## src/rtl/lock_bank_pkg.sv

```systemverilog
package lock_bank_pkg;
  // Strobes from control to the lock storage
  typedef struct packed {
    logic clearAll;  // drop every lock bit at the next edge
    logic setEn;     // OR the write mask into the lock bits
  } lockStrobeT;
endpackage

```

## src/rtl/lockBankCtrl.sv

```systemverilog
module lockBankCtrl
  import lock_bank_pkg::*;
#(
  parameter int NUM_LOCKS = 16,
  parameter int REG_W     = 32
) (
  input  logic                 clk,
  input  logic                 rstGlobalN,
  input  logic                 dbgUnlock,
  input  logic                 busWrEn,
  input  logic [REG_W-1:0]     busWrData,
  output lockStrobeT           strobe,
  output logic [NUM_LOCKS-1:0] setMask
);
  localparam int RSV_W = REG_W - NUM_LOCKS;

  logic [RSV_W-1:0] rsvBits;

  // Only the lock field of the write word reaches the storage
  assign setMask = busWrData[NUM_LOCKS-1:0];
  assign rsvBits = busWrData[REG_W-1:NUM_LOCKS];

  // Unlock has priority over a write in the same cycle
  always_comb begin
    strobe.clearAll = dbgUnlock;
    strobe.setEn    = busWrEn && !dbgUnlock;
  end

  // an unlock cycle never also produces a set strobe
  a_r5_unlock_wins: assert property (@(posedge clk) disable iff (!rstGlobalN)
    dbgUnlock |-> !strobe.setEn);

  // reserved write bits are not forwarded into the mask
  a_r8_reserved_masked: assert property (@(posedge clk) disable iff (!rstGlobalN)
    (busWrEn && rsvBits != '0 && busWrData[NUM_LOCKS-1:0] == '0) |-> (setMask == '0));
endmodule

```

## src/rtl/lockBankRegs.sv

```systemverilog
module lockBankRegs
  import lock_bank_pkg::*;
#(
  parameter int NUM_LOCKS = 16
) (
  input  logic                 clk,
  input  logic                 rstGlobalN,
  input  lockStrobeT           strobe,
  input  logic [NUM_LOCKS-1:0] setMask,
  output logic [NUM_LOCKS-1:0] lockQ
);
  // One storage cell per peripheral. Only the global reset and the
  // unlock strobe can clear a cell; no other reset is wired in.
  for (genvar i = 0; i < NUM_LOCKS; i++) begin : g_cell
    always_ff @(posedge clk or negedge rstGlobalN) begin
      if (!rstGlobalN)
        lockQ[i] <= 1'b0;
      else if (strobe.clearAll)
        lockQ[i] <= 1'b0;
      else if (strobe.setEn && setMask[i])
        lockQ[i] <= 1'b1;
    end
  end

  // without an unlock, set bits remain set
  a_r3_sticky: assert property (@(posedge clk) disable iff (!rstGlobalN)
    !strobe.clearAll |=> ((lockQ & $past(lockQ)) == $past(lockQ)));

  // unlock empties the bank one edge later
  a_r4_unlock_clears: assert property (@(posedge clk) disable iff (!rstGlobalN)
    strobe.clearAll |=> (lockQ == '0));

  // written ones appear on the next edge
  a_r2_set_next: assert property (@(posedge clk) disable iff (!rstGlobalN)
    strobe.setEn |=> ((lockQ & $past(setMask)) == $past(setMask)));
endmodule

```

## src/rtl/periphLockBank.sv

```systemverilog
module periphLockBank
  import lock_bank_pkg::*;
#(
  parameter int NUM_LOCKS = 16,
  parameter int REG_W     = 32
) (
  input  logic                 clk,
  input  logic                 rstGlobalN,
  input  logic                 dbgUnlock,
  input  logic [NUM_LOCKS-1:0] periphRst,
  input  logic                 busWrEn,
  input  logic [REG_W-1:0]     busWrData,
  output logic [REG_W-1:0]     busRdData,
  output logic [NUM_LOCKS-1:0] lockOut
);
  localparam int RSV_W = REG_W - NUM_LOCKS;

  lockStrobeT           strobe;
  logic [NUM_LOCKS-1:0] setMask;
  logic [NUM_LOCKS-1:0] lockQ;

  lockBankCtrl #(.NUM_LOCKS(NUM_LOCKS), .REG_W(REG_W)) uCtrl (
    .clk        (clk),
    .rstGlobalN (rstGlobalN),
    .dbgUnlock  (dbgUnlock),
    .busWrEn    (busWrEn),
    .busWrData  (busWrData),
    .strobe     (strobe),
    .setMask    (setMask)
  );

  lockBankRegs #(.NUM_LOCKS(NUM_LOCKS)) uRegs (
    .clk        (clk),
    .rstGlobalN (rstGlobalN),
    .strobe     (strobe),
    .setMask    (setMask),
    .lockQ      (lockQ)
  );

  assign lockOut   = lockQ;
  assign busRdData = {{RSV_W{1'b0}}, lockQ};

  // peripheral resets with no write or unlock leave the locks steady
  a_r6_periph_isolated: assert property (@(posedge clk) disable iff (!rstGlobalN)
    (periphRst != '0 && !busWrEn && !dbgUnlock) |=> $stable(lockOut));

  // a write that touches only reserved bits changes nothing
  a_r8_reserved_noop: assert property (@(posedge clk) disable iff (!rstGlobalN)
    (busWrEn && !dbgUnlock && busWrData[NUM_LOCKS-1:0] == '0) |=> $stable(lockOut));

  // the read word mirrors the lock lines
  a_r7_read_mirror: assert property (@(posedge clk) disable iff (!rstGlobalN)
    busRdData[NUM_LOCKS-1:0] == lockOut);
endmodule

```

## config.mk

```make
export PLATFORM = sky130hd
export DESIGN_NAME = periphLockBank
export DESIGN_NICKNAME = d
export VERILOG_FILES = /design/src/rtl/lock_bank_pkg.sv /design/src/rtl/lockBankCtrl.sv /design/src/rtl/lockBankRegs.sv /design/src/rtl/periphLockBank.sv
export SDC_FILE = /design/constraint.sdc
export NUM_CORES = 1
export LEC_CHECK = 0
export ABC_AREA = 1
export BUFFER_PORTS_ARGS = -buffer_cell sky130_fd_sc_hd__buf_2
export CORE_ASPECT_RATIO = 1.1
export CORE_UTILIZATION = 37
export DETAILED_ROUTE_END_ITERATION = 8
export PLACE_DENSITY_LB_ADDON = 0.12
export SYNTH_ARGS = -nofsm -noshare
export SYNTH_HDL_FRONTEND = slang
export SYNTH_SLANG_ARGS = --single-unit
```

## constraint.sdc

```tcl
create_clock -name clk -period 1.7 [get_ports clk]
set_clock_uncertainty 0.2 [all_clocks]
set_input_delay 0.17 -clock clk [delete_from_list [all_inputs] [get_ports clk]]
set_output_delay 0.17 -clock clk [all_outputs]
set_load 0.01 [all_outputs]
```

# [After elaboration in Yosys (flattened, before gate mapping)]
# Index checks and enable logic that the tools add are counted.
[totals] register_bits=16 in_bits=52 output_inout_bits=48 elab_cells=82
[op_classes] n_mux=32 n_reduce_logical=34
[ops] op="1-bit two-way mux" count=32
[ops] op="2-bit nonzero test" count=16
[ops] op="1-bit logical AND" count=17
[ops] op="1-bit logical NOT" count=1

# [Depth between registers and ports, before layout]
# Gate-level depths: netlist of run 1.
[depth] depth_word=5 mapped_depth=4 depth_no_buf=2

# [Hierarchy]
# A second synthesis of run 1 with hierarchy kept.
[unflattened] cells_unflattened=120 area_unflattened_um2=1044.8
[modules_own_cells] module="lockBankRegs" instances=1 cells_per_inst=68 area_each_um2=663.1 seq_area_each_um2=400.4
[modules_own_cells] module="periphLockBank" instances=1 cells_per_inst=33 area_each_um2=244.0 seq_area_each_um2=0.0
[modules_own_cells] module="lockBankCtrl" instances=1 cells_per_inst=19 area_each_um2=137.6 seq_area_each_um2=0.0

# [Least setup slack after synthesis of run 1]
# OpenSTA, ideal clock, no wires.
[synth_path] kind="register to output" from="register uRegs.lockQ[0]" to="output lockOut[0]" arrival_ns=0.552 t_required_ns=1.330 setup_slack_ns=0.778 path_stages_with_launch=2 path_buffers=1 cell_sequence="dfrtp_1 > buf_4"
[synth_rtl] element="from (decl)" line="lockBankRegs.sv:10" text="output logic [NUM_LOCKS-1:0] lockQ"
[synth_rtl] element="from (signal, indexed assignment)" line="lockBankRegs.sv:17" text="lockQ[i] <= 1'b0;"
[synth_rtl] element="from (signal, indexed assignment)" line="lockBankRegs.sv:19" text="lockQ[i] <= 1'b0;"
[synth_rtl] element="from (signal, indexed assignment)" line="lockBankRegs.sv:21" text="lockQ[i] <= 1'b1;"
[synth_rtl] element="to (decl)" line="periphLockBank.sv:14" text="output logic [NUM_LOCKS-1:0] lockOut"
# No word-level cell between the ends.

# [Worst setup path in the final report of run 1]
[layout_path] from="register uRegs.lockQ[1]" to="output busRdData[1]"
[layout_rtl] element="to (decl)" line="periphLockBank.sv:13" text="output logic [REG_W-1:0] busRdData,"
# No word-level cell between the ends.

==> impl_metrics.tcl, run 1 <==
set metrics [dict create \
    hold_class "input port to register" \
    syn_area_per_cell_um2 9.29 \
    synth.area.top_cells "dfrtp_1 (43%), buf_4 (26%), a21oi_2 (9.3%)" \
    worstPathArrival_ns 0.83 \
    end_kind "output port" \
    synth_edf_count 0 \
    start_util_pct 40.5 \
    reg.largest.list "uRegs.lockQ x16" \
    row_count 18 \
    r2r-start "uRegs.lockQ[1]" \
    route.vias.total 710 \
    p_total_w 0.000865 \
    synthMuxAreaShare_pct 0 \
    path_buf_inv 1 \
    max_freq_ghz 0.833 \
    cts_tree "yes" \
    slew_violations 0 \
    dr.pass1.iters 2 \
    wl_per_cell_um 9.04 \
    netlist_area_um2 938 \
    h-tree-depth 1 \
    rsz0062_at_grt "false" \
    synth_compound_area_share_pct 12.5 \
    min_from "busWrEn" \
    syn2layout_area_growth_pct 27.6 \
    crit_path_start_kind "register" \
    synth_top_area_share_pct 42.7 \
    cts_hold_buf 17 \
    antenna_found_initial 0 \
    irDropWorstVdd_v 0.000321 \
    die_y_um 54.8 \
    finalSetupViolations 0 \
    fillers 242 \
    cts.clk_slew.worst_paths_ns 0.09 \
    ys_ff_latch 16 \
    cp.required_ns 1.33 \
    cts_made_buffers 3 \
    ios 100 \
    layout-drive-gt1-share_pct 42.8 \
    die_w_um 50.0 \
    largest-register "uRegs.lockQ" \
    yosys.area_share.xor_xnor_pct 0 \
    synthFlopType "dfrtp_1" \
    post_cts_buffers 0 \
    cts_root_buffer "clkbuf_4" \
    grt_pass1_vias 645 \
    cap_violations 0 \
    critical_path.slowest_cell "dfrtp_1" \
    diodes 0 \
    largest_reg_flops 16 \
    path_cells "buf_2" \
    synth_top_area_cell "dfrtp_1" \
    antenna_left 0 \
    portBuffers 51 \
    fin_crit_sh_pct 70.6 \
    critPathTopFamily "flip-flops" \
    clkSinkCount 16 \
    grt-ovfl-total 0 \
    critPathLaunch "uRegs.lockQ[1]" \
    critPathMaxStageDelay_ns 0.41 \
    drcViolationCount 0 \
    fin_nets 205 \
    reg2reg_slack_ns 0.84 \
    synth_common_cells "buf_4 (32), dfrtp_1 (16), inv_1 (16), nand2_1 (16), a21oi_2 (10)" \
    synth_top_family_by_area "buffers and inverters" \
    yosysMostFrequentCell "buf_4" \
    die_area_mm2 0.00274 \
    async_reset_ff_share_pct 100 \
    cp_max_fo 3 \
    synth_fa_ha_area_share_pct 0 \
    finalCriticalPeriod_ns 1.20 \
    synth-simple-area-share_pct 6.40 \
    tns_ns 0 \
    grt_pass1_wl_um 2640 \
    synth.distinct_cells 10 \
    status "complete, no violations" \
    yosysSeqAreaShare_pct 42.7 \
    syn_inst 101 \
    power_leakage_nw 0.683 \
    clk_latency_ns 0.28 \
    drt-initial-drc-count 1 \
    dpl.hpwl_um 1100 \
    gp_congestion 0.602 \
    grt_use_total_pct 13.3 \
    power_density_mw_per_mm2 722 \
    yosys_warnings 0 \
    timing_hold_violations_final 0 \
    drt-vias-per-instance 3.90 \
    cts_resized 0 \
    coreArea_mm2 0.00232 \
    grt_start_max_net_pins 17 \
    cts_buffer_depth 2 \
    critical_path_class "register to output port" \
    routed_wl_um 1650 \
]
-- layout by cell type (no fill, tap or decap) --
cell type	n
buf_2	51
clkbuf_8	1
clkbuf_4	3
a21oi_2	10
conb_1	16
inv_1	16
dfrtp_1	16
dlygate4sd3_1	17
a21oi_1	6
nand2_1	16
-- through the flow --
| stage | hold WS [ns] | std cells | cell area (um2) | worst slack (ns) | utilization, % |
|---|---|---|---|---|---|
| global placement | -0.0950 | 161 | 991 | 0.740 | 42.7 |
| finish | 0.0711 | 182 | 1200 | 0.500 | 51.6 |
| CTS | 0.0686 | 182 | 1200 | 0.478 | 51.6 |
| floorplan | -0.326 | 116 | 995 | 0.778 | - |
| global route | 0.0737 | 182 | 1200 | 0.440 | 51.6 |
| detailed placement | -0.0918 | 161 | 991 | 0.718 | 42.7 |
-- power by group --
part | switching (W) | internal [W] | leakage (nW)
clock | 0.000112 | 0.000130 | 0.0210
combinational | 0.000109 | 0.0000922 | 0.452
sequential | 0.0000166 | 0.000405 | 0.210
total | 0.000237 | 0.000628 | 0.683
-- worst paths after layout --
kind                                    to  cells past startpoint
min in group asynchronous  uRegs.lockQ[10]                      2
max                           busRdData[1]                      1
max in group asynchronous   uRegs.lockQ[1]                      2
max reg2reg                 uRegs.lockQ[1]                      2
min reg2reg                 uRegs.lockQ[7]                      2
min                         uRegs.lockQ[7]                      3
-- layout make-up --
class                      instances  area, um2  share of cell area [%]
inverter                          16       60.1                    5.02
timing repair buffer              68        425                    35.5
multi-input combinational         48        238                    19.9
sequential                        16        400                    33.4
tap                               30       37.5                    3.13
clock buffer                       4       36.3                    3.03
-- layer usage --
metal  global-route usage (%)  up-vias  routed length, um
li1                         -      352                  -
met1                     14.2      319                648
met2                     24.2       35                881
met3                     1.67        4                 80
met4                     10.0        0                 35
met5                        0        -                  0
-- cell families after synthesis --
kind of cell | Yosys count
AOI/OAI and AO/OA | 16
buffers and inverters | 52
other | 1
and+or+nand+nor | 16
DFF | 16
-- tightest hold or removal path: cells and delay by family --
kind,cells,cell delay (ns)
AND/OR/NAND/NOR,1,0.10
buffers and inverters,1,0.20
AO/OA/AOI/OAI,1,0.05
No activity file was read; power rests on OpenSTA's default activity.
==> inputs of run 2 (changes only) <==
- ABC_AREA: 1 -> 0
- CORE_UTILIZATION: 37 -> 30
- clock period: 1.7 -> 1.1 ns (I/O delays scaled with it)
==> run 2 against run 1 <==
  * The run now ends with negative setup slack left
  * Synthesized cell count fell by 16%
  * Via count fell by 3.0%
  * Clock power is 58% higher
  * Sequential power up 55%
  * Non-clock buffer count increased by 10
  * Global-route usage down 1.3 points
  * Count of clock-buffer cells in the layout unchanged
  * Design area increased by 2.3%
  * Sequential share of layout area down 0.75 points
==> impl_metrics.tcl, run 2 <==
set metrics [dict create \
    power_density_mw_per_mm2 1130 \
    p_sw_w 0.000379 \
    layout-drive-gt1-share_pct 50.7 \
    antenna_left 0 \
    critPathTopFamily "flip-flops" \
    die_y_um 58.5 \
    reg.largest.list "uRegs.lockQ x16" \
    largest-register "uRegs.lockQ" \
    cp_max_fo 3 \
    placed_area_um2 935 \
    synth_top_area_share_pct 46.0 \
    path_buf_inv 1 \
    crit_path_start_kind "register" \
    dpl.hpwl_um 1030 \
    max_freq_ghz 0.868 \
    portBuffers 51 \
    cap_violations 0 \
    fillers 288 \
    finalCriticalPeriod_ns 1.15 \
    synth_common_cells "buf_4 (32), dfrtp_1 (16), nor2_1 (16)" \
    die_area_mm2 0.00312 \
    grt_pass1_wl_um 2620 \
    timing_hold_violations_final 0 \
    final_common_cell "buf_2" \
    drt-initial-drc-count 3 \
    p_sw_share_pct 27.5 \
    row_count 20 \
    yosysMostFrequentCell "buf_4" \
    synth_edf_count 0 \
    path_cells "buf_2" \
    yosysSeqAreaShare_pct 46.0 \
    cts_root_buffer "clkbuf_4" \
    cp.required_ns 0.79 \
    cts_tree "yes" \
    ios 100 \
    syn_area_per_cell_um2 10.2 \
    async_reset_ff_share_pct 100 \
    cts_made_buffers 3 \
    irDropWorstVdd_v 0.000583 \
    routed_wl_um 1720 \
    cts.clk_slew.worst_paths_ns 0.10 \
    diodes 0 \
    combinationalPowerShare_pct 24.8 \
    grt_pass1_vias 617 \
    p_total_w 0.00138 \
    drt-vias-per-instance 3.85 \
    synth.area.top_cells "dfrtp_1 (46%), buf_4 (28%), a21oi_2 (10%)" \
    finalSetupViolations 32 \
    final_cell_mix "buf_2 (50), dlygate4sd3_1 (18), nor2_1 (16), conb_1 (16), dfrtp_1 (16)" \
    die_w_um 53.3 \
    netlist_area_um2 870 \
    start_util_pct 31.6 \
    layout_setup_ws_ns -0.0526 \
    seq_power_share_pct 47.4 \
    largest_reg_flops 16 \
    fin_crit_sh_pct 105 \
    ys_ff_latch 16 \
    rsz0062_at_grt "true" \
    hold_class "input port to asynchronous set/reset pin" \
    reg2reg_slack_ns 0.09 \
    status "finished, violations left" \
    violations "negative setup slack" \
    wl_per_cell_um 9.61 \
    synth_top_area_cell "dfrtp_1" \
    syn2layout_area_growth_pct 40.9 \
    coreArea_mm2 0.00275 \
    slew_violations 0 \
    cts_buffer_depth 2 \
    syn_inst 85 \
    dr.pass1.iters 2 \
    synth.distinct_cells 9 \
    clk_latency_ns 0.28 \
    grt_start_max_net_pins 17 \
    critical_path.slowest_cell "dfrtp_1" \
    grt-ovfl-total 0 \
    critPathMaxStageDelay_ns 0.41 \
    fin_nets 199 \
    route.vias.total 689 \
    synthFlopType "dfrtp_1" \
    drcViolationCount 0 \
    worstPathArrival_ns 0.84 \
    p_clk_share_pct 27.8 \
    antenna_found_initial 0 \
    gp_congestion 0.634 \
    h-tree-depth 1 \
    internal_power_w 0.00100 \
    end_kind "output port" \
    grt_use_total_pct 11.9 \
    clkSinkCount 16 \
    yosys_warnings 0 \
    design_area_mm2 0.00122 \
    power_leakage_nw 0.697 \
    critical_path_class "register to output port" \
]
==> run 2: cell types whose count changed after synthesis, sizes merged <==
| cell | change |
|---|---|
| inv | -16 |
| nand2 | -16 |
| nor2 | +16 |
==> run 2: worst register-to-register path: stages (launching register included) <==
cell and delay (ns):
dfrtp_1 0.41, buf_4 0.14, a21oi_1 0.10, nor2_1 0.05
==> run 2: stage by stage <==
stage / setup TNS, ns / instances / util [%] / setup WS [ns] / hold slack [ns]
finish: -1.15 / 179 / 44.5 / -0.0526 / 0.0674
global route: -2.82 / 179 / 44.5 / -0.102 / 0.0844
CTS: -1.84 / 176 / 43.5 / -0.0702 / 0.0695
detailed placement: 0 / 148 / 34.0 / 0.106 / -0.155
global placement: 0 / 148 / 34.0 / 0.127 / -0.152
floorplan: 0 / 100 / - / 0.220 / -0.386
==> run 2: path summary, 6_finish.rpt <==
path | to | start | depth (start not counted)
hold reg to reg | uRegs.lockQ[2] | uRegs.lockQ[2] | 2
min in group clk | uRegs.lockQ[4] | busWrEn | 3
setup / recovery | lockOut[0] | uRegs.lockQ[0] | 1
hold / removal | uRegs.lockQ[12] | rstGlobalN | 2
max in group asynchronous | uRegs.lockQ[14] | rstGlobalN | 2
setup reg to reg | uRegs.lockQ[10] | uRegs.lockQ[10] | 3
==> run 2: cell type report <==
cell class,instances,area [um2],area share (%)
Timing Repair Buffer,78,509,41.6
Sequential cell,16,400,32.7
Clock buffer,4,36.3,2.96
Multi-Input combinational cell,48,238,19.4
Tap cell,33,41.3,3.37
==> run 2: timing repair <==
| action | CTS | global route |
|---|---|---|
| buffers inserted | 6 | 3 |
| hold endpoints to repair | 32 | 0 |
| gates resized for setup | 0 | 1 |
| endpoints found under the setup margin | 32 | 32 |
| hold buffers | 18 | 0 |
==> run 2: cells by family (layout without fill, tap and decap cells) <==
family          Yosys count  in the layout  synth area share, %
buf+inv                  36             82                 33.1
flops                    16             16                 46.0
other cells               1             16                0.431
simple gates             16             16                 6.91
compound gates           16             16                 13.5
==> run 2: per-layer routing <==
| layer | GRT usage (%) | share of wire [%] |
|---|---|---|
| met1 | 13.7 | 43 |
| met2 | 20.2 | 49 |
| met3 | 2.33 | 7.7 |
| met4 | 6.77 | 0.64 |
| met5 | 0 | 0 |
==> run 2: power groups by stage <==
stage / combinational (W) / clock (W) / sequential, W
global placement: 0.000260 / 0 / 0.000666
detailed placement: 0.000260 / 0 / 0.000668
finish: 0.000342 / 0.000383 / 0.000653
CTS: 0.000331 / 0.000409 / 0.000655
floorplan: 0.000220 / 0 / 0.000687
global route: 0.000382 / 0.000434 / 0.000661
